[src/rtl/mtrace_pkg.sv]
package mtrace_pkg;

  typedef enum logic [1:0] {
    LEN_B1  = 2'b00,
    LEN_B2  = 2'b01,
    LEN_B4  = 2'b10,
    LEN_BAD = 2'b11
  } len_code_e;

  function automatic logic len_legal(input logic [1:0] code);
    return code != LEN_BAD;
  endfunction

  function automatic logic [2:0] len_bytes(input logic [1:0] code);
    case (code)
      LEN_B1:  return 3'd1;
      LEN_B2:  return 3'd2;
      LEN_B4:  return 3'd4;
      default: return 3'd0;
    endcase
  endfunction

endpackage

[src/rtl/mtrace_win_match.sv]
module mtrace_win_match #(
  parameter int          AW      = 32,
  parameter int          MAX_WIN = 10,
  parameter int          IDX_W   = 4,
  parameter int          CNT_W   = 4,
  parameter logic [AW-1:0] DEF_LO = '0,
  parameter logic [AW-1:0] DEF_HI = '1
) (
  input  logic             clk_i,
  input  logic             rst_ni,
  input  logic             win_we_i,
  input  logic [IDX_W-1:0] win_idx_i,
  input  logic [AW-1:0]    win_lo_i,
  input  logic [AW-1:0]    win_hi_i,
  input  logic             cnt_we_i,
  input  logic [CNT_W-1:0] cnt_i,
  input  logic             idle_i,
  input  logic [AW-1:0]    addr_i,
  output logic             hit_o
);

  logic [CNT_W-1:0]   cnt_q;
  logic [MAX_WIN-1:0] win_hit;

  always_ff @(posedge clk_i or negedge rst_ni) begin
    if (!rst_ni)                cnt_q <= '0;
    else if (cnt_we_i && idle_i) cnt_q <= cnt_i;
  end

  for (genvar g = 0; g < MAX_WIN; g++) begin : g_win
    logic [AW-1:0] lo_q, hi_q;
    localparam logic [AW-1:0] RST_LO = (g == 0) ? DEF_LO : '1;
    localparam logic [AW-1:0] RST_HI = (g == 0) ? DEF_HI : '0;
    logic sel;
    assign sel = win_we_i && (win_idx_i == IDX_W'(g));

    always_ff @(posedge clk_i or negedge rst_ni) begin
      if (!rst_ni) begin
        lo_q <= RST_LO;
        hi_q <= RST_HI;
      end else if (sel) begin
        lo_q <= win_lo_i;
        hi_q <= win_hi_i;
      end
    end

    // inclusive on both ends
    assign win_hit[g] = (CNT_W'(g) < cnt_q) && (addr_i >= lo_q) && (addr_i <= hi_q);
  end

  assign hit_o = |win_hit;

  p_cnt_busy_hold_r9: assert property (@(posedge clk_i) disable iff (!rst_ni)
    (cnt_we_i && !idle_i) |=> $stable(cnt_q));

  p_hit_needs_cnt_r3: assert property (@(posedge clk_i) disable iff (!rst_ni)
    hit_o |-> (cnt_q != '0));

endmodule

[src/rtl/mtrace_rd_track.sv]
module mtrace_rd_track #(
  parameter int AW    = 32,
  parameter int DEPTH = 4
) (
  input  logic          clk_i,
  input  logic          rst_ni,
  input  logic          push_i,
  input  logic          push_hit_i,
  input  logic [AW-1:0] push_addr_i,
  input  logic [1:0]    push_len_i,
  input  logic          pop_i,
  output logic          head_hit_o,
  output logic [AW-1:0] head_addr_o,
  output logic [1:0]    head_len_o,
  output logic          empty_o,
  output logic          full_o
);

  localparam int PW = (DEPTH > 1) ? $clog2(DEPTH) : 1;
  localparam int CW = $clog2(DEPTH + 1);

  logic [AW-1:0]    addr_q [DEPTH];
  logic [1:0]       len_q  [DEPTH];
  logic [DEPTH-1:0] hit_q;
  logic [PW-1:0]    wr_ptr_q, rd_ptr_q;
  logic [CW-1:0]    cnt_q;
  logic             do_push, do_pop;

  function automatic logic [PW-1:0] step(input logic [PW-1:0] p);
    return (p == PW'(DEPTH - 1)) ? '0 : p + 1'b1;
  endfunction

  assign empty_o = (cnt_q == '0);
  assign full_o  = (cnt_q == CW'(DEPTH));
  assign do_pop  = pop_i && !empty_o;
  assign do_push = push_i && (!full_o || do_pop);

  always_ff @(posedge clk_i) begin
    if (do_push) begin
      addr_q[wr_ptr_q] <= push_addr_i;
      len_q[wr_ptr_q]  <= push_len_i;
    end
  end

  always_ff @(posedge clk_i or negedge rst_ni) begin
    if (!rst_ni) begin
      hit_q    <= '0;
      wr_ptr_q <= '0;
      rd_ptr_q <= '0;
      cnt_q    <= '0;
    end else begin
      if (do_push) begin
        hit_q[wr_ptr_q] <= push_hit_i;
        wr_ptr_q        <= step(wr_ptr_q);
      end
      if (do_pop) rd_ptr_q <= step(rd_ptr_q);
      case ({do_push, do_pop})
        2'b10:   cnt_q <= cnt_q + 1'b1;
        2'b01:   cnt_q <= cnt_q - 1'b1;
        default: cnt_q <= cnt_q;
      endcase
    end
  end

  assign head_hit_o  = hit_q[rd_ptr_q];
  assign head_addr_o = addr_q[rd_ptr_q];
  assign head_len_o  = len_q[rd_ptr_q];

  p_no_push_full_r5: assert property (@(posedge clk_i) disable iff (!rst_ni)
    push_i |-> (!full_o || pop_i));

  p_no_pop_empty_r5: assert property (@(posedge clk_i) disable iff (!rst_ni)
    pop_i |-> !empty_o);

endmodule

[src/rtl/mtrace_rec_out.sv]
module mtrace_rec_out #(
  parameter int AW = 32,
  parameter int DW = 32
) (
  input  logic          clk_i,
  input  logic          rst_ni,
  input  logic          load_i,
  input  logic          drop_i,
  input  logic          ld_write_i,
  input  logic [AW-1:0] ld_addr_i,
  input  logic [2:0]    ld_bytes_i,
  input  logic [DW-1:0] ld_data_i,
  output logic          rec_valid_o,
  input  logic          rec_ready_i,
  output logic          rec_write_o,
  output logic [AW-1:0] rec_addr_o,
  output logic [2:0]    rec_bytes_o,
  output logic [DW-1:0] rec_data_o,
  output logic          overflow_o
);

  logic slot_free;
  assign slot_free = !rec_valid_o || rec_ready_i;

  always_ff @(posedge clk_i or negedge rst_ni) begin
    if (!rst_ni) begin
      rec_valid_o <= 1'b0;
      rec_write_o <= 1'b0;
      rec_addr_o  <= '0;
      rec_bytes_o <= '0;
      rec_data_o  <= '0;
      overflow_o  <= 1'b0;
    end else begin
      if (load_i && slot_free) begin
        rec_valid_o <= 1'b1;
        rec_write_o <= ld_write_i;
        rec_addr_o  <= ld_addr_i;
        rec_bytes_o <= ld_bytes_i;
        rec_data_o  <= ld_data_i;
      end else if (rec_ready_i) begin
        rec_valid_o <= 1'b0;
      end
      if ((load_i && !slot_free) || drop_i) overflow_o <= 1'b1;
    end
  end

  p_stall_hold_r8: assert property (@(posedge clk_i) disable iff (!rst_ni)
    (rec_valid_o && !rec_ready_i) |=> (rec_valid_o && $stable(rec_addr_o)
      && $stable(rec_data_o) && $stable(rec_write_o) && $stable(rec_bytes_o)));

  p_ovf_sticky_r8: assert property (@(posedge clk_i) disable iff (!rst_ni)
    overflow_o |=> overflow_o);

endmodule

[src/rtl/mtrace_mon.sv]
module mtrace_mon
  import mtrace_pkg::*;
#(
  parameter int AW       = 32,
  parameter int DW       = 32,
  parameter int MAX_WIN  = 10,
  parameter int RD_DEPTH = 4,
  parameter logic [AW-1:0] DEF_LO = 32'h0000_0000,
  parameter logic [AW-1:0] DEF_HI = 32'h0FFF_FFFF,
  localparam int IDX_W = (MAX_WIN > 1) ? $clog2(MAX_WIN) : 1,
  localparam int CNT_W = $clog2(MAX_WIN + 1)
) (
  input  logic             clk_i,
  input  logic             rst_ni,
  input  logic             cfg_win_we_i,
  input  logic [IDX_W-1:0] cfg_win_idx_i,
  input  logic [AW-1:0]    cfg_win_lo_i,
  input  logic [AW-1:0]    cfg_win_hi_i,
  input  logic             cfg_cnt_we_i,
  input  logic [CNT_W-1:0] cfg_cnt_i,
  input  logic             req_valid_i,
  input  logic             req_write_i,
  input  logic [AW-1:0]    req_addr_i,
  input  logic [1:0]       req_len_i,
  input  logic [DW-1:0]    req_wdata_i,
  input  logic             rsp_valid_i,
  input  logic [DW-1:0]    rsp_rdata_i,
  output logic             rec_valid_o,
  input  logic             rec_ready_i,
  output logic             rec_write_o,
  output logic [AW-1:0]    rec_addr_o,
  output logic [2:0]       rec_bytes_o,
  output logic [DW-1:0]    rec_data_o,
  output logic             overflow_o,
  output logic             len_err_o
);

  logic          win_hit, len_ok, idle;
  logic          trk_hit, trk_empty, trk_full;
  logic [AW-1:0] trk_addr;
  logic [1:0]    trk_len;
  logic          wr_cand, rd_cand;
  logic          ld_write;
  logic [AW-1:0] ld_addr;
  logic [2:0]    ld_bytes;
  logic [DW-1:0] ld_data;

  assign len_ok = len_legal(req_len_i);
  assign idle   = !rec_valid_o && trk_empty && !req_valid_i && !rsp_valid_i;

  mtrace_win_match #(
    .AW(AW), .MAX_WIN(MAX_WIN), .IDX_W(IDX_W), .CNT_W(CNT_W),
    .DEF_LO(DEF_LO), .DEF_HI(DEF_HI)
  ) u_match (
    .clk_i     (clk_i),
    .rst_ni    (rst_ni),
    .win_we_i  (cfg_win_we_i),
    .win_idx_i (cfg_win_idx_i),
    .win_lo_i  (cfg_win_lo_i),
    .win_hi_i  (cfg_win_hi_i),
    .cnt_we_i  (cfg_cnt_we_i),
    .cnt_i     (cfg_cnt_i),
    .idle_i    (idle),
    .addr_i    (req_addr_i),
    .hit_o     (win_hit)
  );

  // read filter decision is made at request time and queued with the read
  mtrace_rd_track #(.AW(AW), .DEPTH(RD_DEPTH)) u_track (
    .clk_i       (clk_i),
    .rst_ni      (rst_ni),
    .push_i      (req_valid_i && !req_write_i),
    .push_hit_i  (win_hit && len_ok),
    .push_addr_i (req_addr_i),
    .push_len_i  (req_len_i),
    .pop_i       (rsp_valid_i),
    .head_hit_o  (trk_hit),
    .head_addr_o (trk_addr),
    .head_len_o  (trk_len),
    .empty_o     (trk_empty),
    .full_o      (trk_full)
  );

  assign wr_cand = req_valid_i && req_write_i && len_ok && win_hit;
  assign rd_cand = rsp_valid_i && !trk_empty && trk_hit;

  // older access (read response) takes the slot on a collision
  always_comb begin
    if (rd_cand) begin
      ld_write = 1'b0;
      ld_addr  = trk_addr;
      ld_bytes = len_bytes(trk_len);
      ld_data  = rsp_rdata_i;
    end else begin
      ld_write = 1'b1;
      ld_addr  = req_addr_i;
      ld_bytes = len_bytes(req_len_i);
      ld_data  = req_wdata_i;
    end
  end

  mtrace_rec_out #(.AW(AW), .DW(DW)) u_out (
    .clk_i       (clk_i),
    .rst_ni      (rst_ni),
    .load_i      (rd_cand || wr_cand),
    .drop_i      (rd_cand && wr_cand),
    .ld_write_i  (ld_write),
    .ld_addr_i   (ld_addr),
    .ld_bytes_i  (ld_bytes),
    .ld_data_i   (ld_data),
    .rec_valid_o (rec_valid_o),
    .rec_ready_i (rec_ready_i),
    .rec_write_o (rec_write_o),
    .rec_addr_o  (rec_addr_o),
    .rec_bytes_o (rec_bytes_o),
    .rec_data_o  (rec_data_o),
    .overflow_o  (overflow_o)
  );

  always_ff @(posedge clk_i or negedge rst_ni) begin
    if (!rst_ni)                          len_err_o <= 1'b0;
    else if (req_valid_i && !len_ok)      len_err_o <= 1'b1;
  end

  p_bytes_legal_r7: assert property (@(posedge clk_i) disable iff (!rst_ni)
    rec_valid_o |-> (rec_bytes_o == 3'd1 || rec_bytes_o == 3'd2 || rec_bytes_o == 3'd4));

  p_len_err_sticky_r7: assert property (@(posedge clk_i) disable iff (!rst_ni)
    len_err_o |=> len_err_o);

  p_bad_len_no_rec_r7: assert property (@(posedge clk_i) disable iff (!rst_ni)
    (req_valid_i && req_write_i && !len_ok && !rsp_valid_i && !rec_valid_o) |=> !rec_valid_o);

  p_write_rec_r4: assert property (@(posedge clk_i) disable iff (!rst_ni)
    (wr_cand && !rsp_valid_i && (!rec_valid_o || rec_ready_i)) |=> (rec_valid_o && rec_write_o));

  p_resp_needs_read_r5: assert property (@(posedge clk_i) disable iff (!rst_ni)
    rsp_valid_i |-> !trk_empty);

  p_read_room_r5: assert property (@(posedge clk_i) disable iff (!rst_ni)
    (req_valid_i && !req_write_i) |-> (!trk_full || rsp_valid_i));

endmodule

[config.mk]
export PLATFORM = sky130hd
export DESIGN_NAME = mtrace_mon
export DESIGN_NICKNAME = d
export VERILOG_FILES = /design/src/rtl/mtrace_pkg.sv /design/src/rtl/mtrace_win_match.sv /design/src/rtl/mtrace_rd_track.sv /design/src/rtl/mtrace_rec_out.sv /design/src/rtl/mtrace_mon.sv
export SDC_FILE = /design/constraint.sdc
export NUM_CORES = 2
export LEC_CHECK = 0
export CORE_MARGIN = 1
export CORE_UTILIZATION = 49
export DETAILED_ROUTE_END_ITERATION = 6
export GPL_TIMING_DRIVEN = 0
export HOLD_SLACK_MARGIN = 0.15
export PLACE_DENSITY_LB_ADDON = 0.05
export SKIP_LAST_GASP = 1
export SLEW_MARGIN = 0
export SYNTH_ARGS = -nofsm -noshare
export SYNTH_HDL_FRONTEND = slang
export SYNTH_SLANG_ARGS = --single-unit
[constraint.sdc]
create_clock -name clk_i -period 3.3 [get_ports clk_i]
set_input_delay 0.66 -clock clk_i [delete_from_list [all_inputs] [get_ports clk_i]]
set_output_delay 0.66 -clock clk_i [all_outputs]
set_load 0.01 [all_outputs]
==> results.py <==
metrics = {
    "setup_path": {
        "cp_data_arrival_time_ns": 4.51,
        "endpoint_kind": "flip-flop",
        "r2r-start": "u_match.cnt_q[2]$_DFFE_PN0P_",
        "worstPathMaxFanout": 25,
        "worst-r2r-cell-count": 13,
        "startpoint_type": "primary input",
        "required_ns": 3.86,
        "r2r_setup_slack_ns": -0.64,
        "reg2reg_to": "u_out.rec_bytes_o[1]$_DFFE_PN0P_",
        "worstSetupPathType": "in -> reg",
    },
    "routing": {
        "drc": 0,
        "vias": 35400,
        "via_per_inst": 5.63,
        "final_antenna_net_count": 0,
        "wl_per_cell_um": 23.0,
        "wl_um": 144000,
        "first_pass_iters": 5,
        "drt_first_iter_violations": 2354,
    },
    "floorplanning": {
        "dieWidth_um": 318,
        "coreArea_sq_um": 98700,
        "dieHeight_um": 318,
        "start_util": 0.497,
        "num_io_pins": 249,
        "num_rows": 115,
        "die_area_sq_um": 101000,
    },
    "grt": {
        "grt_pass1_wl_um": 220000,
        "antenna_found_initial": 4,
        "grt_usage": 0.288,
        "grt_overflow": 0,
        "first_global_vias": 35300,
        "grt_max_degree": 119,
    },
    "sta": {
        "worst_slack_ns": -0.651,
        "tightest_slew_ns": 1.38,
        "drv_slew": 0,
        "rsz0062_at_grt": "true",
        "slew_headroom": 0.0790,
        "fmax_mhz": 253,
        "hold_viol_final": 0,
        "setup_viol": 74,
        "skew_ns": 0.0226,
        "period_needed_ns": 3.95,
        "period_share": 1.20,
    },
    "layout": {
        "layout_common_cells": "inv_1, ha_1, nand2_1, dfrtp_1, o21ai_0",
        "fill_cells": 8546,
        "final_util": 0.579,
        "final_common_cell": "inv_1",
        "stdcell_count": 6281,
        "multi_input_area_sq_um": 23600,
        "regArea_sq_um": 22600,
        "syn_to_final_growth_pct": 16.5,
        "drive_gt1_frac": 0.220,
        "antenna-diode-count": 0,
        "nets": 5734,
    },
    "synthesis": {
        "netlist.area_leader.share": 0.209,
        "syn_area_per_cell_sq_um": 10.7,
        "yosysTopAreaCell": "dfrtp_1",
        "syn_area_sq_um": 49000,
        "seq_area_frac_synth": 0.462,
        "synth_ff_type": "dfrtp_1",
        "yosysWarnings": 0,
        "synth-edff-count": 136,
        "synth_area_leaders": "dfrtp_1, dfstp_2, ha_1",
        "syn_nets": 5400,
        "ys_seq_elements": 862,
        "synth_cells": 4575,
        "synth.distinct_cells": 79,
        "async_reset_ff_frac": 0.842,
    },
    "power": {
        "swShare": 0.322,
        "pwr-share-clk": 0.279,
        "intPower_mw": 26.7,
        "netSwitchingPower_mw": 12.7,
        "p_total_mw": 39.4,
        "pwr-share-seq": 0.382,
        "pwr-share-comb": 0.340,
        "p_leak_nw": 25.6,
        "power_density_nw_per_um2": 689,
        "irDropWorstVdd_mv": 0.462,
    },
    "placement": {
        "placed_cells": 6071,
        "port_buffers": 184,
        "place_hpwl_um": 98700,
        "gp_congestion": 0.849,
    },
    "cts": {
        "clk_pin_slew_ns": 0.06,
        "clk_path_buf_depth": 3,
        "h-tree-depth": 3,
        "cts_tree": "done",
        "numCtsBuffers": 99,
        "clockRootBuffer": "clkbuf_16",
        "insertion_delay_ns": 0.69,
        "cts_num_sinks": 862,
    },
    "worst_hold_path": {
        "min_path_type": "in -> reg",
        "hp-start": "req_addr_i[0]",
        "min_delay_path_depth": 1,
        "whs_endpoint": "u_track.addr_q[1][0]$_DFFE_PP_",
    },
    "status": {
        "status": "finished with violations",
        "violations": "negative setup slack",
    },
    "job": {
        "cap_violations": 0,
    },
}
-- worst max-delay path, cell delays in order --
cell,delay (ns)
buf_4,0.43
ha_1,0.34
and2_0,0.17
a221o_1,0.32
a221o_1,0.36
or4_1,0.51
a32o_1,0.30
o32ai_2,0.18
nor4_4,0.09
buf_6,0.15
a21oi_4,0.26
a21o_4,0.21
buf_12,0.16
mux2_4,0.30
-- layer usage --
metal	global-route usage	part of all wire	up-vias
met4	0.0913	0.032	0
met5	0	0	-
met2	0.486	0.48	654
li1	-	-	16700
met1	0.388	0.45	17800
met3	0.0301	0.036	200
-- how the worst max path moves through the flow --
stage | startpoint | endpoint | slack, ns | cells past startpoint
floorplan | req_addr_i[0] | u_out.rec_bytes_o[0]$_DFFE_PN0P_ | -0.33 | 13
global placement | rst_ni | u_match.g_win[0].lo_q[21]$_DFFE_PN0P_ | -32.54 | 1
detailed placement | req_addr_i[0] | u_out.rec_addr_o[30]$_DFFE_PN0P_ | -3.37 | 15
CTS | u_match.g_win[4].lo_q[0]$_DFFE_PN1P_ | u_out.overflow_o$_DFFE_PN0P_ | -0.71 | 12
global route | u_match.g_win[8].lo_q[17]$_DFFE_PN1P_ | u_out.rec_bytes_o[2]$_DFFE_PN0P_ | -0.72 | 14
finish | req_addr_i[19] | u_out.rec_bytes_o[1]$_DFFE_PN0P_ | -0.65 | 14
-- state kept, by name, summed over array words and instances (netlist names) --
name and count:
u_track.cnt_q 3, u_match.cnt_q 4, u_out.rec_bytes_o 3, u_track.wr_ptr_q 2, u_track.addr_q 128, u_out.rec_addr_o 32
u_out.rec_valid_o 1, len_err_o 1, u_out.overflow_o 1, u_track.len_q 8, u_match.g_win.lo_q 320, u_track.rd_ptr_q 2
u_out.rec_data_o 32, u_match.g_win.hi_q 320, u_track.hit_q 4, u_out.rec_write_o 1
-- per-stage QoR --
stage	hold slack (ns)	cell area (sq um)	setup WS, ns	setup TNS [ns]
floorplan	0.364	49100	-0.326	-16.99
global placement	0.452	52500	-32.54	-
CTS	0.206	56600	-0.713	-45.80
finish	0.256	57200	-0.651	-40.09
detailed placement	0.458	53000	-3.37	-389.05
global route	0.227	57200	-0.725	-45.97
-- logic make-up after synthesis --
group	Yosys count	synth area share
AOI/OAI and AO/OA	948	0.128
buffers and inverters	876	0.0691
and+or+nand+nor	864	0.0814
DFF	862	0.462
adders and majority gates	648	0.165
muxes	374	0.0939
xor gates and xnor gates	3	0.000536
-- synth_stat cells (21+ instances only) --
cell type / number
inv_1: 672
mux4_2: 34
mux2_2: 336
a21o_1: 91
a211oi_1: 31
o21ai_0: 399
dfstp_2: 316
a21oi_1: 211
a2bb2oi_2: 30
clkbuf_1: 180
ha_1: 646
nor2_1: 80
nand2_1: 500
o32ai_2: 31
dfrtp_1: 410
nor2b_1: 21
nand4_1: 108
o221ai_1: 36
nand3_1: 40
edfxtp_1: 136
-- what timing repair did --
action | CTS | global route
endpoints found under the hold margin | 63 | 0
hold buffers | 1 | 0
endpoints found under the setup margin | 114 | 112
gates resized for setup | 77 | 72
gates cloned | 1 | 4
buffers inserted | 12 | 7
pin swaps | 11 | 13
-- cell type report --
class / count / share of cell area
clock buffers: 153 / 0.0515
plain buffers: 203 / 0.0164
repair buffers: 233 / 0.0457
repair inverters: 1 / 0.000131
inverters: 672 / 0.0442
multi-input cells: 2837 / 0.413
clock inverters: 33 / 0.00466
well taps: 1287 / 0.0282
flip-flops and latches: 862 / 0.396
-- power groups by stage --
stage               logic, mW  registers [mW]  clock network [mW]
floorplan                8.43            15.1                   0
global route             15.0            15.3                11.6
CTS                      12.9            15.0                11.2
global placement         12.3            15.3                   0
detailed placement       12.7            15.2                   0
finish                   13.4            15.0                11.0
(Power assumes the default switching activity.)
